[src/rtl/elp_pkg.sv]
package elp_pkg;
  localparam int unsigned ELP_NCH_DEF   = 8;
  localparam int unsigned ELP_DW_DEF    = 16;
  localparam int unsigned ELP_DEPTH_DEF = 16;

  typedef enum logic {
    BANK_A = 1'b0,
    BANK_B = 1'b1
  } bank_id_t;

  function automatic bank_id_t other_bank(input bank_id_t b);
    return (b == BANK_A) ? BANK_B : BANK_A;
  endfunction
endpackage

[src/rtl/elp_bank_store.sv]
module elp_bank_store #(
  parameter int unsigned NCH   = elp_pkg::ELP_NCH_DEF,
  parameter int unsigned DW    = elp_pkg::ELP_DW_DEF,
  parameter int unsigned DEPTH = elp_pkg::ELP_DEPTH_DEF,
  localparam int unsigned AW   = (DEPTH > 1) ? $clog2(DEPTH) : 1
) (
  input  logic              clk,
  input  logic              rst_n,
  input  logic              wr_en,
  input  elp_pkg::bank_id_t wr_bank,
  input  logic [AW-1:0]     wr_idx,
  input  logic [DW-1:0]     wr_delta,
  input  logic [NCH-1:0]    wr_mask,
  input  logic              wr_last,
  input  elp_pkg::bank_id_t rd_bank,
  input  logic [AW-1:0]     rd_idx,
  output logic [DW-1:0]     rd_delta,
  output logic [NCH-1:0]    rd_mask,
  output logic              rd_last
);
  localparam int unsigned NBANK = 2;

  logic [DW-1:0]  delta_q [NBANK][DEPTH];
  logic [NCH-1:0] mask_q  [NBANK][DEPTH];
  logic           last_q  [NBANK][DEPTH];

  for (genvar b = 0; b < NBANK; b++) begin : g_bank
    logic sel_w;
    assign sel_w = wr_en && (wr_bank == elp_pkg::bank_id_t'(b));

    for (genvar e = 0; e < DEPTH; e++) begin : g_ent
      always_ff @(posedge clk) begin
        if (!rst_n) begin
          delta_q[b][e] <= '0;
          mask_q[b][e]  <= '0;
          last_q[b][e]  <= 1'b0;
        end else if (sel_w && (wr_idx == AW'(e))) begin
          delta_q[b][e] <= wr_delta;
          mask_q[b][e]  <= wr_mask;
          last_q[b][e]  <= wr_last;
        end
      end
    end
  end

  always_comb begin
    rd_delta = delta_q[rd_bank][rd_idx];
    rd_mask  = mask_q[rd_bank][rd_idx];
    rd_last  = last_q[rd_bank][rd_idx];
  end
endmodule

[src/rtl/elp_sequencer.sv]
module elp_sequencer #(
  parameter int unsigned DW    = elp_pkg::ELP_DW_DEF,
  parameter int unsigned DEPTH = elp_pkg::ELP_DEPTH_DEF,
  localparam int unsigned AW   = (DEPTH > 1) ? $clog2(DEPTH) : 1
) (
  input  logic          clk,
  input  logic          rst_n,
  input  logic [DW-1:0] ent_delta,
  input  logic          ent_last,
  output logic          fire,
  output logic          at_end,
  output logic [AW-1:0] ptr,
  output logic [DW-1:0] cnt
);
  localparam logic [AW-1:0] PTR_MAX = AW'(DEPTH - 1);

  logic [DW-1:0] delta_eff;

  assign fire      = (cnt == '0);
  assign at_end    = ent_last || (ptr == PTR_MAX);
  assign delta_eff = (ent_delta == '0) ? DW'(1) : ent_delta;

  always_ff @(posedge clk) begin
    if (!rst_n) begin
      cnt <= '0;
      ptr <= '0;
    end else if (fire) begin
      cnt <= delta_eff - DW'(1);
      ptr <= at_end ? '0 : ptr + AW'(1);
    end else begin
      cnt <= cnt - DW'(1);
    end
  end
endmodule

[src/rtl/elp_swap_ctrl.sv]
module elp_swap_ctrl (
  input  logic              clk,
  input  logic              rst_n,
  input  logic              swap_req,
  input  logic              frame_end,
  output logic              swap_pend,
  output elp_pkg::bank_id_t play_bank
);
  logic take;

  assign take = frame_end && (swap_pend || swap_req);

  always_ff @(posedge clk) begin
    if (!rst_n) begin
      swap_pend <= 1'b0;
      play_bank <= elp_pkg::BANK_A;
    end else begin
      swap_pend <= take ? 1'b0 : (swap_pend || swap_req);
      if (take) play_bank <= elp_pkg::other_bank(play_bank);
    end
  end
endmodule

[src/rtl/elp_out_stage.sv]
module elp_out_stage #(
  parameter int unsigned NCH = elp_pkg::ELP_NCH_DEF
) (
  input  logic           clk,
  input  logic           rst_n,
  input  logic           fire,
  input  logic           frame_head,
  input  logic [NCH-1:0] mask,
  output logic [NCH-1:0] pwm
);
  always_ff @(posedge clk) begin
    if (!rst_n) begin
      pwm <= '0;
    end else if (fire) begin
      pwm <= frame_head ? '0 : (pwm | mask);
    end
  end
endmodule

[src/rtl/edge_list_pwm.sv]
module edge_list_pwm #(
  parameter int unsigned NCH   = elp_pkg::ELP_NCH_DEF,
  parameter int unsigned DW    = elp_pkg::ELP_DW_DEF,
  parameter int unsigned DEPTH = elp_pkg::ELP_DEPTH_DEF,
  localparam int unsigned AW   = (DEPTH > 1) ? $clog2(DEPTH) : 1
) (
  input  logic           clk,
  input  logic           rst_n,
  input  logic           wr_valid,
  output logic           wr_ready,
  input  logic [AW-1:0]  wr_idx,
  input  logic [DW-1:0]  wr_delta,
  input  logic [NCH-1:0] wr_mask,
  input  logic           wr_last,
  input  logic           swap_req,
  output logic           bank_free,
  output logic [NCH-1:0] pwm_out
);
  elp_pkg::bank_id_t play_bank;
  logic              swap_pend;
  logic              fire;
  logic              at_end;
  logic [AW-1:0]     ptr;
  logic [DW-1:0]     cnt;
  logic [DW-1:0]     ent_delta;
  logic [NCH-1:0]    ent_mask;
  logic              ent_last;
  logic              wr_en;

  assign wr_ready  = !swap_pend;
  assign bank_free = !swap_pend;
  assign wr_en     = wr_valid && wr_ready;

  elp_bank_store #(.NCH(NCH), .DW(DW), .DEPTH(DEPTH)) u_store (
    .clk      (clk),
    .rst_n    (rst_n),
    .wr_en    (wr_en),
    .wr_bank  (elp_pkg::other_bank(play_bank)),
    .wr_idx   (wr_idx),
    .wr_delta (wr_delta),
    .wr_mask  (wr_mask),
    .wr_last  (wr_last),
    .rd_bank  (play_bank),
    .rd_idx   (ptr),
    .rd_delta (ent_delta),
    .rd_mask  (ent_mask),
    .rd_last  (ent_last)
  );

  elp_sequencer #(.DW(DW), .DEPTH(DEPTH)) u_seq (
    .clk       (clk),
    .rst_n     (rst_n),
    .ent_delta (ent_delta),
    .ent_last  (ent_last),
    .fire      (fire),
    .at_end    (at_end),
    .ptr       (ptr),
    .cnt       (cnt)
  );

  elp_swap_ctrl u_swap (
    .clk       (clk),
    .rst_n     (rst_n),
    .swap_req  (swap_req),
    .frame_end (fire && at_end),
    .swap_pend (swap_pend),
    .play_bank (play_bank)
  );

  elp_out_stage #(.NCH(NCH)) u_out (
    .clk        (clk),
    .rst_n      (rst_n),
    .fire       (fire),
    .frame_head (ptr == '0),
    .mask       (ent_mask),
    .pwm        (pwm_out)
  );
endmodule

[config.mk]
export PLATFORM = sky130hd
export DESIGN_NAME = edge_list_pwm
export DESIGN_NICKNAME = d
export VERILOG_FILES = /design/src/rtl/elp_pkg.sv /design/src/rtl/elp_bank_store.sv /design/src/rtl/elp_sequencer.sv /design/src/rtl/elp_swap_ctrl.sv /design/src/rtl/elp_out_stage.sv /design/src/rtl/edge_list_pwm.sv
export SDC_FILE = /design/constraint.sdc
export NUM_CORES = 1
export LEC_CHECK = 0
export BUFFER_PORTS_ARGS = -buffer_cell sky130_fd_sc_hd__buf_4
export CAP_MARGIN = 30
export CORE_MARGIN = 1
export CORE_UTILIZATION = 55
export DETAILED_ROUTE_END_ITERATION = 7
export GPL_TIMING_DRIVEN = 0
export MAX_ROUTING_LAYER = met4
export PLACE_DENSITY_LB_ADDON = 0.12
export SYNTH_ARGS = -nofsm -noshare
export SYNTH_HDL_FRONTEND = slang
export SYNTH_SLANG_ARGS = --single-unit
[constraint.sdc]
create_clock -name clk -period 10.57 [get_ports clk]
set_input_delay 1.057 -clock clk [delete_from_list [all_inputs] [get_ports clk]]
set_output_delay 1.057 -clock clk [all_outputs]
set_load 0.005 [all_outputs]
==> metrics, run 1 <==
Hold Vio Cnt, Final 0; clock skew ~0.025 ns; via count ~25000; Critical Path AT 5.79 ns; HPWL after detailed placement about 94000 um; TritonCTS buffer count between 80 and 90; Multi-input gate area between 10000 and 15000 um2; Hold Buf Count CTS 0; Layout area overhead 15.08%; CTS resizes 0; CTS tree yes; Horiz. Die Dim approximately 260 um; Slew HR 26.57%; hold depth 2; largest net degree at the start of global routing 18; grt total ovfl 0; first-pass GRT wire length ~190000 um; Final Worst Setup Slack about 5.3 ns; ys flop type edfxtp_1; row count between 90 and 100; Routed WL per cell around 37 um; die footprint between 70000 and 80000 um2; maximum vdd drop roughly 0.00015 V; Place WS about 5.5 ns; CP Capture Type flop; FILL cells 4917; share of cells above drive strength 1 ~18%; Syn Nets approximately 2600; htree depth 3; RSZ-0062 raised after global routing false; initial antenna violation count 10; post-synth top area cell edfxtp_1; total core area approximately 68000 um2; Ys Warns 0; Post-synth EDFFs roughly 800; Cell variety after synth 73; crit-path max FO 10; Initial DRC Count 4329; asr flop ratio synth 0%; Max clock buf depth 3; clk_lat worst skew about 0.66 ns; Initial Utilization between 50% and 60%; period utilization between 50 and 60%; Worst Path Required between 10 and 15 ns; Mapped Area 37970 um2; CTS root buf clkbuf_16; met1 usage approximately half; worst hold slack ~0.48 ns; post-synthesis register bit count between 800 and 900; met2 Usage GRT between 50 and 60%; clk sink count a little over 800; vias per inst between 6 and 7; top cells by area, synth edfxtp_1 63%, and2_1 13%, mux4_2 9.7%; Max Slew Vio Count 0; Pwr Density ~190 nW/um2; syn_area_per_cell about 15 um2; Final Setup Violations 0; GRT Max-Usage Layer met2; Leak 15.46 nW; Clock transition at path regs roughly 0.070 ns; nets@finish around 2800; Peak Freq around 190 MHz; All-Layer GR Usage between 40% and 50%; Seq/Total Area, Yosys 64.87%; GPL Wtd Cong around 0.95; FF/Latch Area 24630 um2; vias in the first global route 24585; FF-to-FF path depth 17; router iterations before antenna repair 8; Routed Antenna Nets 0; Fin Setup TNS 0 ns; min Tclk post-route about 5.3 ns; Startpoint Class flop; Die H approximately 260 um; M3 GR Usage between 10% and 20%; cell count after synthesis between 2000 and 3000; DRC 0; Ports 43; Hold WC Path Type flop to flop; Setup CP Type flop to flop; Post-Route WL approximately 140000 um; I/O Buffers 42; MaxCap Viol Count 0; top-area cell type share of the netlist area 63.18%; status finished, final reports clean; Power Total ~0.0085 W; post-CTS setup buffers 0; pin slew with the least headroom to its limit around 1.1 ns
layout by cell type, fill, tap and decap left out, types with 32 or more instances in the layout:
cell type,n
and2_1,802
edfxtp_1,799
clkbuf_1,203
mux4_2,163
mux2i_1,94
clkbuf_16,90
nor2_1,68
buf_4,57
nand2_1,41
a21oi_1,34
o21ai_4,32
dfxtp_1,32
cell usage after synthesis, drive strengths merged, types with 3 or more instances:
cell type / number
xnor2: 6
dfxtp: 32
nor4b: 3
mux4: 164
and4: 3
a222oi: 4
a22o: 10
ha: 3
o21ai: 41
a221oi: 3
and3: 5
nand3: 22
o221ai: 9
nor3b: 7
mux2: 27
a31oi: 4
a22oi: 21
buf: 50
o22ai: 13
a21o: 4
o211ai: 6
a211oi: 8
mux2i: 94
nor4: 8
inv: 9
nand2: 42
nand4: 10
clkbuf: 177
nor3: 6
nor2b: 8
and2: 804
nor2: 69
edfxtp: 799
a21oi: 36
critical path, stage by stage, from the launching register on:
cell and delay, ns:
dfxtp_1 0.32, buf_6 0.20, buf_6 0.29, buf_6 0.33, buf_2 0.58, mux2i_1 0.25
o221ai_1 0.18, a211oi_1 0.83, o22ai_1 0.32, nor3b_1 0.31, nand4_2 0.23, a31o_2 0.31
ha_1 0.20, and2_1 0.13, clkbuf_1 0.21, nand2_2 0.19, o21ai_1 0.08, nor3b_2 0.16
sequential cells by signal (all words and copies together), names as in the netlist, named ones only:
| name | flops |
|---|---|
| u_store.mask_q | 256 |
| u_store.delta_q | 512 |
| u_seq.ptr | 4 |
| u_out.pwm | 8 |
| u_swap.swap_pend | 1 |
| u_seq.cnt | 16 |
| u_swap.play_bank | 1 |
| u_store.last_q | 32 |
layout make-up:
cell class | instances | share of cell area (%)
flip-flops and latches | 831 | 56.37
well taps | 873 | 2.499
diodes | 6 | 0.03436
plain buffers | 227 | 2.393
repair buffers | 107 | 3.396
inverters | 9 | 0.07730
clock buffers | 117 | 5.408
multi-input cells | 1470 | 28.89
clock inverters | 46 | 0.9391
report_power, final:
part / total (W) / switching (W) / internal (W)
clock network: 0.00306 / 0.00133 / 0.00173
registers: 0.00382 / 0.0000592 / 0.00376
logic: 0.00158 / 0.00100 / 0.000578
total: 0.00845 / 0.00239 / 0.00606
cell families after synthesis:
logic type	share of synthesized area [%]
AOI/OAI and AO/OA	3.199
xor gates and xnor gates	0.1615
adders and majority gates	0.09886
buffers and inverters	2.844
DFF	64.87
muxes	13.01
and+or+nand+nor	15.81
through the flow:
stage | area [um2] | std cells | util, %
2_1_floorplan | 37970 | 2537 | -
3_3_place_gp | 39380 | 3452 | 58.13
3_5_place_dp | 40870 | 3513 | 60.32
4_1_cts | 43650 | 3676 | 64.42
5_1_grt | 43690 | 3683 | 64.49
6_report | 43700 | 3686 | 64.50
layer usage:
layer  vias to the layer above  share of wire, %
met5                         -                 0
met4                         0               6.7
met3                       473                13
met2                      2080                45
met1                     12755                36
li1                       9747                 -
final timing paths:
kind              endpoint  slack (ns)         start
max          u_seq.cnt[14]        5.28          flop
min           u_out.pwm[2]        0.48  u_out.pwm[2]
max reg2reg  u_seq.cnt[14]        5.28          flop
min reg2reg   u_out.pwm[2]        0.48  u_out.pwm[2]
Power figures use the tool's default switching activity.
==> run 2, diff against run 1 <==
clock period = 4.8 ns   (was 10.57 ns; I/O delays follow)
==> run 2 against run 1 <==
Compared with the run above: the run now ends with design-rule violations left; setup slack got worse by 5.2 ns; global-route usage about the same; critical endpoint unchanged; final cell count barely moved; count of clock-buffer cells in the layout unchanged.
==> metrics, run 2 (synthesis gave the netlist of run 1 again) <==
worst r2r dst u_seq.cnt[14]; clock skew 0.02720 ns (+0.001872 ns); largest net degree at the start of global routing 20 (+2); share of cells above drive strength 1 18.38% (+0.25 points); Slew HR 23.99% (-2.6 points); Pwr Density 426.4 nW/um2 (+120%); die footprint 70100 um2 (unchanged); MaxCap Viol Count 0 (unchanged); CP Buf/Inv Count 4 (-1); CP Capture Type flop; Final Setup Violations 0 (unchanged); Leak 15.48 nW (about the same); Clock transition at path regs 0.07 ns (about the same); slowest CP cell o2111ai_1; vias per inst 6.802 (about the same); CP most frequent cell buf_2; Hold WC Path Type input pin to flop; Top reg by flops u_store.delta_q; failing checks design-rule violations; Worst R2R Setup Slack 0.09 ns (-5.19 ns); HPWL after detailed placement 93990 um (unchanged); All-Layer GR Usage 40.73% (about the same); delay of the slowest cell on the worst path 0.47 ns (-0.36 ns); nets@finish 2771 (unchanged); Initial Utilization 56.05% (unchanged); Startpoint Class flop; Setup CP Type flop to flop; htree depth 3 (unchanged); initial antenna violation count 10 (unchanged); Fin Setup TNS 0 ns (unchanged); Layout area overhead 15.17% (about the same); Hold Vio Cnt, Final 0 (unchanged); clk sink count 831 (unchanged); first-pass GRT wire length 187900 um (about the same); crit path capture u_seq.cnt[14]; status complete, but fails checks; Max Slew Vio Count 0 (unchanged); router iterations before antenna repair 8 (unchanged); Die H 264.8 um (unchanged); most common library cell in the layout ignoring fill and taps and2_1; total core area 67750 um2 (unchanged); Hold Buf Count CTS 0 (unchanged); Routed WL per cell 37.17 um (+0.11%); RSZ-0062 raised after global routing false; via count 25067 (+0.048%); TritonCTS buffer count 89 (unchanged); RR Startpoint u_seq.ptr[1]; Critical Path AT 5.21 ns (-0.58 ns); CTS tree yes; max reg flops 512 (unchanged); vias in the first global route 24566 (-0.077%); top flop regs u_store.delta_q: 512 flops, u_store.mask_q: 256 flops, u_store.last_q: 32 flops; Worst Path Required 5.30 ns (-5.77 ns); I/O Buffers 42 (unchanged); Initial DRC Count 4225 (-2.4%); row count 95 (unchanged); Peak Freq 212.2 MHz (+12%); CTS root buf clkbuf_16; GPL Wtd Cong 0.9473 (unchanged); Max clock buf depth 3 (unchanged); cell family with most CP delay buffers and inverters; CP Depth 15 (-2); Horiz. Die Dim 264.8 um (unchanged); Routed Antenna Nets 0 (unchanged); critical path, cell by cell buf_2 -> buf_2 -> clkbuf_4 -> mux4_2 -> o2111ai_1 -> nand4_1 -> a211oi_1 -> nand4_2 -> a31o_2 -> ha_1 -> and2_1 -> clkbuf_1 -> nand2_2 -> o21ai_1 -> nor3b_2; crit-path max FO 10 (unchanged); period utilization 98.19% (+48 points); min Tclk post-route 4.713 ns (-0.5753 ns); pin slew with the least headroom to its limit 1.136 ns (+0.03844 ns); grt total ovfl 0 (unchanged); most frequent cells in the layout 802 x and2_1, 799 x edfxtp_1, 200 x clkbuf_1, 163 x mux4_2, 94 x mux2i_1; Post-Route WL 137000 um (about the same); # placed instances 3513 (unchanged); maximum vdd drop 0.0003295 V (+120%); clk_lat worst skew 0.66 ns (about the same); FF-to-FF path depth 15 (-2); post-route insts no fill 3685 (-0.027%); hold depth 3 (+1); Ports 43 (unchanged); CP startpoint u_seq.ptr[1]; DRC 2 (+2); final core occ 64.55% (about the same)
==> run 2: area by class of cell <==
| cell class | instances | area [um2] |
|---|---|---|
| Antenna cell | 5 | 12.51 |
| Buffer | 226 | 1056 |
| Clock buffer | 117 | 2364 |
| Clock inverter | 46 | 410.4 |
| Fill cell | 4918 | 24020 |
| Inverter | 9 | 33.78 |
| Multi-Input combinational cell | 1470 | 12640 |
| Sequential cell | 831 | 24630 |
| Tap cell | 873 | 1092 |
| Timing Repair Buffer | 108 | 1491 |
==> run 2: through the flow <==
stage / total power [W] / setup WS [ns] / area (um2) / hold WS [ns]
floorplan: 0.01043 / 1.393 / 37970 / 0.4421
global placement: 0.01168 / -2.328 / 39380 / 0.4584
detailed placement: 0.01190 / -0.3161 / 40870 / 0.4608
CTS: 0.01846 / 0.08770 / 43660 / 0.1036
global route: 0.01893 / 0.01989 / 43730 / 0.1344
finish: 0.01865 / 0.08703 / 43730 / 0.1253
==> run 2: layer usage <==
| metal | routed length [um] | vias up | GRT usage, % |
|---|---|---|---|
| li1 | - | 9755 | - |
| met1 | 48180 | 12776 | 51.83 |
| met2 | 61450 | 2047 | 59.81 |
| met3 | 18170 | 489 | 10.82 |
| met4 | 9192 | 0 | 22.43 |
| met5 | 0 | - | - |
==> run 2: how the worst min path moves through the flow <==
| stage | from | endpoint | slack [ns] |
|---|---|---|---|
| global placement | u_out.pwm[0] | u_out.pwm[0] | 0.46 |
| finish | swap_req | u_swap.swap_pend | 0.13 |
| floorplan | u_store.last_q[1][15] | u_store.last_q[1][15] | 0.44 |
| global route | swap_req | u_swap.swap_pend | 0.13 |
| detailed placement | u_out.pwm[2] | u_out.pwm[2] | 0.46 |
| CTS | swap_req | u_swap.swap_pend | 0.10 |
==> run 2: power breakdown <==
group	switching [W]	internal, W	total (W)	leakage (nW)
clock	0.00295	0.00380	0.00675	1.36
combinational	0.00222	0.00128	0.00350	5.60
sequential	0.000130	0.00827	0.00840	8.52
==> run 2: worst min-delay path: cells and delay by family <==
family / cells / cell delay, ns
AND/OR/NAND/NOR: 2 / 0.14
buffers and inverters: 1 / 0.12
==> run 2: repair_timing <==
item	in CTS	in global routing
setup endpoints to repair	7	6
resized for setup	4	9
buffers inserted	0	1
pin swaps	0	1
cloned	0	0
